[src/rtl/serial_rx_pkg.sv]
package serial_rx_pkg;
  typedef enum logic [1:0] {
    PAR_NONE = 2'd0,
    PAR_EVEN = 2'd1,
    PAR_ODD  = 2'd2,
    PAR_ZERO = 2'd3
  } par_mode_e;

  typedef enum logic [2:0] {
    ST_IDLE,
    ST_START,
    ST_DATA,
    ST_PAR,
    ST_STOP
  } rx_state_e;

  typedef struct packed {
    logic ove;
    logic fe;
    logic pe;
  } rx_stat_t;
endpackage

[src/rtl/serial_rx_sync.sv]
module serial_rx_sync #(
  parameter int STAGES = 2
) (
  input  logic clk_i,
  input  logic rst_ni,
  input  logic d_i,
  output logic q_o
);
  logic [STAGES-1:0] ff_q;

  generate
    if (STAGES == 1) begin : g_one
      always_ff @(posedge clk_i or negedge rst_ni)
        if (!rst_ni) ff_q <= 1'b1;
        else         ff_q <= d_i;
    end else begin : g_chain
      always_ff @(posedge clk_i or negedge rst_ni)
        if (!rst_ni) ff_q <= '1;
        else         ff_q <= {ff_q[STAGES-2:0], d_i};
    end
  endgenerate

  assign q_o = ff_q[STAGES-1];
endmodule

[src/rtl/serial_rx_baud.sv]
module serial_rx_baud #(
  parameter int DIV_W = 5
) (
  input  logic             clk_i,
  input  logic             rst_ni,
  input  logic             run_i,
  input  logic [DIV_W-1:0] div_i,
  output logic             tick_o
);
  logic [DIV_W-1:0] cnt_q;
  logic             hit;

  assign hit    = cnt_q >= div_i;
  assign tick_o = run_i && hit;

  always_ff @(posedge clk_i or negedge rst_ni)
    if (!rst_ni)      cnt_q <= '0;
    else if (!run_i)  cnt_q <= '0;
    else if (hit)     cnt_q <= '0;
    else              cnt_q <= cnt_q + 1'b1;

  AST_TICK_NEEDS_RUN: assert property (@(posedge clk_i) disable iff (!rst_ni)
    (!run_i) |=> (!tick_o || div_i == '0));
endmodule

[src/rtl/serial_rx_fsm.sv]
module serial_rx_fsm
  import serial_rx_pkg::*;
#(
  parameter int DATA_W = 8
) (
  input  logic              clk_i,
  input  logic              rst_ni,
  input  logic              pwr_en_i,
  input  logic              rx_en_i,
  input  logic              rxd_i,
  input  logic              tick_i,
  input  par_mode_e         par_mode_i,
  output logic              run_o,
  output logic              frame_end_o,
  output logic [DATA_W-1:0] data_o,
  output logic              pe_o,
  output logic              fe_o
);
  localparam int IDX_W = (DATA_W > 1) ? $clog2(DATA_W) : 1;
  localparam logic [IDX_W-1:0] LAST_IDX = IDX_W'(DATA_W - 1);

  rx_state_e         state_q;
  logic              active_q, rx_en_q, line_q, phase_q;
  logic [IDX_W-1:0]  idx_q;
  logic [DATA_W-1:0] shreg_q;
  logic              sample, par_bad;

  // arm only on rx_en rising while powered
  always_ff @(posedge clk_i or negedge rst_ni)
    if (!rst_ni) begin
      active_q <= 1'b0;
      rx_en_q  <= 1'b0;
      line_q   <= 1'b1;
    end else begin
      rx_en_q <= rx_en_i;
      line_q  <= rxd_i;
      if (!pwr_en_i || !rx_en_i) active_q <= 1'b0;
      else if (!rx_en_q)         active_q <= 1'b1;
    end

  assign sample = tick_i && phase_q;
  assign run_o  = (state_q != ST_IDLE);

  always_comb begin
    unique case (par_mode_i)
      PAR_EVEN: par_bad = (^shreg_q) ^ rxd_i;
      PAR_ODD:  par_bad = ~((^shreg_q) ^ rxd_i);
      PAR_ZERO: par_bad = rxd_i;
      default:  par_bad = 1'b0;
    endcase
  end

  always_ff @(posedge clk_i or negedge rst_ni)
    if (!rst_ni) begin
      state_q     <= ST_IDLE;
      phase_q     <= 1'b0;
      idx_q       <= '0;
      shreg_q     <= '0;
      frame_end_o <= 1'b0;
      pe_o        <= 1'b0;
      fe_o        <= 1'b0;
    end else begin
      frame_end_o <= 1'b0;
      if (tick_i) phase_q <= ~phase_q;
      if (!active_q) begin
        state_q <= ST_IDLE;
      end else begin
        unique case (state_q)
          ST_IDLE:
            if (line_q && !rxd_i) state_q <= ST_START;
          ST_START:
            if (tick_i) begin
              phase_q <= 1'b0;
              idx_q   <= '0;
              pe_o    <= 1'b0;
              fe_o    <= 1'b0;
              state_q <= rxd_i ? ST_IDLE : ST_DATA;
            end
          ST_DATA:
            if (sample) begin
              shreg_q <= {rxd_i, shreg_q[DATA_W-1:1]};
              idx_q   <= idx_q + 1'b1;
              if (idx_q == LAST_IDX)
                state_q <= (par_mode_i == PAR_NONE) ? ST_STOP : ST_PAR;
            end
          ST_PAR:
            if (sample) begin
              pe_o    <= par_bad;
              state_q <= ST_STOP;
            end
          ST_STOP:
            if (sample) begin
              fe_o        <= ~rxd_i;
              frame_end_o <= 1'b1;
              state_q     <= ST_IDLE;
            end
          default: state_q <= ST_IDLE;
        endcase
      end
    end

  assign data_o = shreg_q;

  AST_OFF_GOES_IDLE: assert property (@(posedge clk_i) disable iff (!rst_ni)
    (!pwr_en_i && $past(!pwr_en_i)) |=> (state_q == ST_IDLE));
  AST_FALSE_START_DROPPED: assert property (@(posedge clk_i) disable iff (!rst_ni)
    (state_q == ST_START && tick_i && rxd_i) |=> (state_q == ST_IDLE && !frame_end_o));
  AST_FRAME_END_ONE_CYCLE: assert property (@(posedge clk_i) disable iff (!rst_ni)
    frame_end_o |=> !frame_end_o);
endmodule

[src/rtl/serial_rx_regs.sv]
module serial_rx_regs
  import serial_rx_pkg::*;
#(
  parameter int DATA_W = 8
) (
  input  logic              clk_i,
  input  logic              rst_ni,
  input  logic              frame_end_i,
  input  logic [DATA_W-1:0] data_i,
  input  logic              pe_i,
  input  logic              fe_i,
  input  logic              rd_buf_i,
  input  logic              rd_stat_i,
  output logic [DATA_W-1:0] buf_o,
  output logic              full_o,
  output rx_stat_t          stat_o,
  output logic              done_o,
  output logic              err_o
);
  logic     ovr_now;
  rx_stat_t fresh;

  // a read in the same cycle frees the slot first
  assign ovr_now   = frame_end_i && full_o && !rd_buf_i;
  assign fresh.ove = ovr_now;
  assign fresh.fe  = frame_end_i && fe_i;
  assign fresh.pe  = frame_end_i && pe_i;

  always_ff @(posedge clk_i or negedge rst_ni)
    if (!rst_ni) begin
      buf_o  <= '0;
      full_o <= 1'b0;
      stat_o <= '0;
      done_o <= 1'b0;
      err_o  <= 1'b0;
    end else begin
      if (frame_end_i && !ovr_now) buf_o <= data_i;
      if (frame_end_i)   full_o <= 1'b1;
      else if (rd_buf_i) full_o <= 1'b0;
      stat_o <= rd_stat_i ? fresh : (stat_o | fresh);
      done_o <= frame_end_i && !(fresh.pe || fresh.fe || ovr_now);
      err_o  <= frame_end_i &&  (fresh.pe || fresh.fe || ovr_now);
    end

  AST_OVERRUN_KEEPS_BUF: assert property (@(posedge clk_i) disable iff (!rst_ni)
    (frame_end_i && full_o && !rd_buf_i) |=> ($stable(buf_o) && stat_o.ove && err_o));
  AST_DONE_ERR_EXCLUSIVE: assert property (@(posedge clk_i) disable iff (!rst_ni)
    !(done_o && err_o));
  AST_FRAME_FILLS_BUF: assert property (@(posedge clk_i) disable iff (!rst_ni)
    frame_end_i |=> full_o);
endmodule

[src/rtl/serial_rx.sv]
module serial_rx
  import serial_rx_pkg::*;
#(
  parameter int DATA_W      = 8,
  parameter int DIV_W       = 5,
  parameter int SYNC_STAGES = 2
) (
  input  logic              clk_i,
  input  logic              rst_ni,
  input  logic              pwr_en_i,
  input  logic              rx_en_i,
  input  logic [DIV_W-1:0]  div_i,
  input  logic [1:0]        par_mode_i,
  input  logic              rxd_i,
  input  logic              rd_buf_i,
  input  logic              rd_stat_i,
  output logic [DATA_W-1:0] rx_data_o,
  output logic [2:0]        stat_o,
  output logic              buf_full_o,
  output logic              done_o,
  output logic              err_o
);
  logic              rxd_s, run, tick, frame_end, pe, fe;
  logic [DATA_W-1:0] shreg;
  rx_stat_t          stat;

  serial_rx_sync #(.STAGES(SYNC_STAGES)) sync_i (
    .clk_i, .rst_ni, .d_i(rxd_i), .q_o(rxd_s)
  );

  serial_rx_baud #(.DIV_W(DIV_W)) baud_i (
    .clk_i, .rst_ni, .run_i(run), .div_i, .tick_o(tick)
  );

  serial_rx_fsm #(.DATA_W(DATA_W)) fsm_i (
    .clk_i, .rst_ni, .pwr_en_i, .rx_en_i, .rxd_i(rxd_s), .tick_i(tick),
    .par_mode_i(par_mode_e'(par_mode_i)), .run_o(run), .frame_end_o(frame_end),
    .data_o(shreg), .pe_o(pe), .fe_o(fe)
  );

  serial_rx_regs #(.DATA_W(DATA_W)) regs_i (
    .clk_i, .rst_ni, .frame_end_i(frame_end), .data_i(shreg), .pe_i(pe), .fe_i(fe),
    .rd_buf_i, .rd_stat_i, .buf_o(rx_data_o), .full_o(buf_full_o), .stat_o(stat),
    .done_o, .err_o
  );

  assign stat_o = stat;
endmodule

[config.mk]
export PLATFORM = sky130hd
export DESIGN_NAME = serial_rx
export DESIGN_NICKNAME = d
export VERILOG_FILES = /design/src/rtl/serial_rx_pkg.sv /design/src/rtl/serial_rx_sync.sv /design/src/rtl/serial_rx_baud.sv /design/src/rtl/serial_rx_fsm.sv /design/src/rtl/serial_rx_regs.sv /design/src/rtl/serial_rx.sv
export SDC_FILE = /design/constraint.sdc
export NUM_CORES = 1
export LEC_CHECK = 0
export BUFFER_PORTS_ARGS = -buffer_cell sky130_fd_sc_hd__buf_2
export CAP_MARGIN = 20
export CORE_MARGIN = 8
export CORE_UTILIZATION = 33
export CTS_CLUSTER_SIZE = 10
export DETAILED_ROUTE_END_ITERATION = 16
export MAX_ROUTING_LAYER = met4
export PLACE_DENSITY = 0.48
export SLEW_MARGIN = 5
export SYNTH_ARGS = -nofsm -noshare
export SYNTH_HDL_FRONTEND = slang
export SYNTH_SLANG_ARGS = --single-unit
export TNS_END_PERCENT = 100
[constraint.sdc]
create_clock -name clk_i -period 3.6 [get_ports clk_i]
set_input_delay 0.36 -clock clk_i [delete_from_list [all_inputs] [get_ports clk_i]]
set_output_delay 0.36 -clock clk_i [all_outputs]
set_load 0.005 [all_outputs]
==> out/qor.yml <==
status: "finished, final reports clean"
yosys.area.top_type: "dfrtp_1"
portBuffers: 27
drc_errors: 0
ctsHtreeMaxLevel: 2
setup_viol: 0
end_kind: "register"
fmax_mhz: 359
first_pass_iters: 4
slew_viol_final: 0
ir_drop_v: 0.000243
p_sw_uw: 203
yosysSeqAreaShare_pct: 51.5
routedWlPerCell_um: 13.6
instances_no_fill: 286
relSlewSlack_pct: 39.4
numPlacedInstances: 278
diodes: 0
grt_pass1_vias: 1464
grt_antenna_before_repair: 0
dieArea_mm2: 0.00898
io_pins: 28
max_slew.worst_pin.slew_ns: 0.909
drive_gt1_share_pct: 30.8
switching_share_pct: 22.4
grt_pass1_wl_um: 7060
ctsHoldBuffers: 0
critPathMaxFanout: 8
place_area_mm2: 0.00226
initial_core_util_pct: 34.4
cts.repair.resized: 0
worstSetupStartpointType: "register"
fin_crit_sh_pct: 77.4
syn_inst: 179
ys_seq_elements: 42
detail-route-antenna-nets: 0
synthToLayoutAreaGrowth_pct: 15.7
cts_buffer_depth: 2
ys_warn_count: 0
cts_root_buf: "clkbuf_8"
post-route-cell-area_mm2: 0.00237
syn_nets: 203
r2r_slack_ns: 0.81
setup_tns_ns: 0
cap_violations: 0
pre_cts_slack_ns: 0.763
yosys.area.top_type_share_pct: 47.7
cts.clk_slew.worst_paths_ns: 0.09
routed-via-count: 1354
hold_viol: 0
drtIter0Drc: 90
internal-power_uw: 705
dpl.hpwl_um: 2830
core-area_mm2: 0.00596
worst_slack_ns: 0.812
rsz0062_at_grt: "false"
clockPowerShare_pct: 41.6
p_per_area_mw_per_mm2: 383
fin_skew_ns: 0.0108
clk_latency_ns: 0.29
cts_tree: "done"
critPathMaxStageDelay_ns: 0.45
cts_inserted_buffers: 5
synth.area.top_cells: "dfrtp_1 48%, mux2_2 11%, ha_1 6.1%"
wl_um: 3890
slowest_stage: "nor3b_4"
path_cells: "inv_1 > ha_1 > nand2b_1 > a21o_1 > a21o_1 > a31oi_1 > or2_2 > inv_1 > ha_1 > nor3b_4 > mux2_2"
critPathKind: "reg2reg"
grt_start_max_net_pins: 43
nNetsFinal: 234
p_total_uw: 908
avgSynthCellArea_um2: 11.4
rows: 28
cts_sinks: 42
seqPwrFrac_pct: 53.5
viasPerCell: 4.73
post-cts-setup-buffers: 0
fin_crit_ns: 2.79
synth_cell_types: 38
gp_congestion: 0.749
grt.overflow.total: 0
worst_ep_arrival_time_ns: 2.97
hold_path.class: "in2reg"
groute.usage.overall_pct: 10.1
p_comb_share_pct: 4.9
cp_data_required_time_ns: 3.78
p_leak_nw: 1.19
syn_area_mm2: 0.00205
chipWidth_um: 94.8
die_h_um: 94.8
-- state kept, by name, indices dropped and copies added (netlist names), 2 cells and up --
register / cells
fsm_i.data_o: 8
regs_i.buf_o: 8
baud_i.cnt_q: 5
fsm_i.idx_q: 3
fsm_i.state_q: 3
regs_i.stat_o: 3
sync_i.ff_q: 2
-- worst max-delay path, delay by kind of cell (launching register included) --
kind | cells | cell delay [ns]
multiplexers | 1 | 0.38
AO/OA/AOI/OAI | 3 | 0.38
adder cells (fa/ha/maj) | 2 | 0.54
buffers and inverters | 2 | 0.12
flip-flops | 1 | 0.40
AND/OR/NAND/NOR | 3 | 0.85
-- final cells by class --
| type | count | area [um2] |
|---|---|---|
| Inverter | 14 | 52.6 |
| Fill cell | 597 | 3590 |
| Sequential cell | 42 | 1050 |
| Multi-Input combinational cell | 120 | 920 |
| Tap cell | 75 | 93.8 |
| Timing Repair Buffer | 27 | 135 |
| Clock inverter | 3 | 43.8 |
| Clock buffer | 5 | 68.8 |
-- stage by stage --
step                util, %  hold WS [ns]
CTS                    39.8         0.143
global placement       37.9         0.347
global route           39.8         0.136
detailed placement     37.9         0.347
floorplan                 -        0.0644
finish                 39.8         0.158
-- final timing paths --
path / from / to / depth (start not counted)
worst min register to register: sync_i.ff_q[0]$_DFF_PN1_ / sync_i.ff_q[1]$_DFF_PN1_ / 0
worst max register to register: baud_i.cnt_q[0]$_DFF_PN0_ / fsm_i.data_o[6]$_DFFE_PN0P_ / 11
min in group asynchronous: rst_ni / baud_i.cnt_q[0]$_DFF_PN0_ / 1
worst max-delay path: baud_i.cnt_q[0]$_DFF_PN0_ / fsm_i.data_o[6]$_DFFE_PN0P_ / 11
worst min-delay path: rxd_i / sync_i.ff_q[0]$_DFF_PN1_ / 1
max in group asynchronous: rst_ni / fsm_i.state_q[2]$_DFFE_PN0P_ / 1
-- cell usage after synthesis --
cell      count
nand2b_1      3
o21ai_0       9
inv_1        14
nand4_1       1
o31a_1        2
o211ai_1      1
ha_1         10
a22oi_1       1
xor2_1        2
mux2i_1       2
mux2_1        1
clkbuf_1      1
o41ai_1       2
nand3_1       4
a211o_2       1
o32ai_2       1
or3_1         1
a21o_1        2
nor3b_4       1
buf_6         1
mux2_2       20
and3_1        2
a221oi_1      1
dfstp_2       3
xnor2_1       8
o21ai_1       1
nand2_1      16
dfrtp_1      39
a31oi_4       1
buf_2         1
nand2b_4      1
a21oi_1       2
or3_4         1
nor2_1       16
a31oi_1       1
or2_2         1
nor2b_1       3
nor3_1        2
-- routing by layer --
metal	up-vias	global-route usage [%]	part of all wire, %
met5	-	-	0
met1	644	12.6	48
met3	2	3.10	5.2
met2	35	14.8	46
met4	0	4.16	0.74
li1	673	-	-
-- cell usage in the layout, fill, tap and decap left out, drive strengths merged, types with 5 or more instances in the layout --
cell type,instances
inv,15
buf,27
nor2,16
nand2,16
ha,10
mux2,21
dfrtp,39
xnor2,8
o21ai,10
clkbuf,5
-- power groups by stage --
stage	logic [mW]	registers [mW]	clock network (mW)
detailed placement	0.0461	0.495	0
CTS	0.0463	0.485	0.394
floorplan	0.0238	0.492	0
global placement	0.0454	0.494	0
finish	0.0446	0.485	0.378
global route	0.0533	0.487	0.410
-- logic make-up after synthesis --
logic type	synth area share, %
AND/OR/NAND/NOR	12.8
flip-flops	51.5
AO/OA/AOI/OAI	9.17
multiplexers	12.5
buffers and inverters	3.54
XOR/XNOR	4.28
adder cells (fa/ha/maj)	6.11
Note: power is estimated with default switching activity, not from simulation.
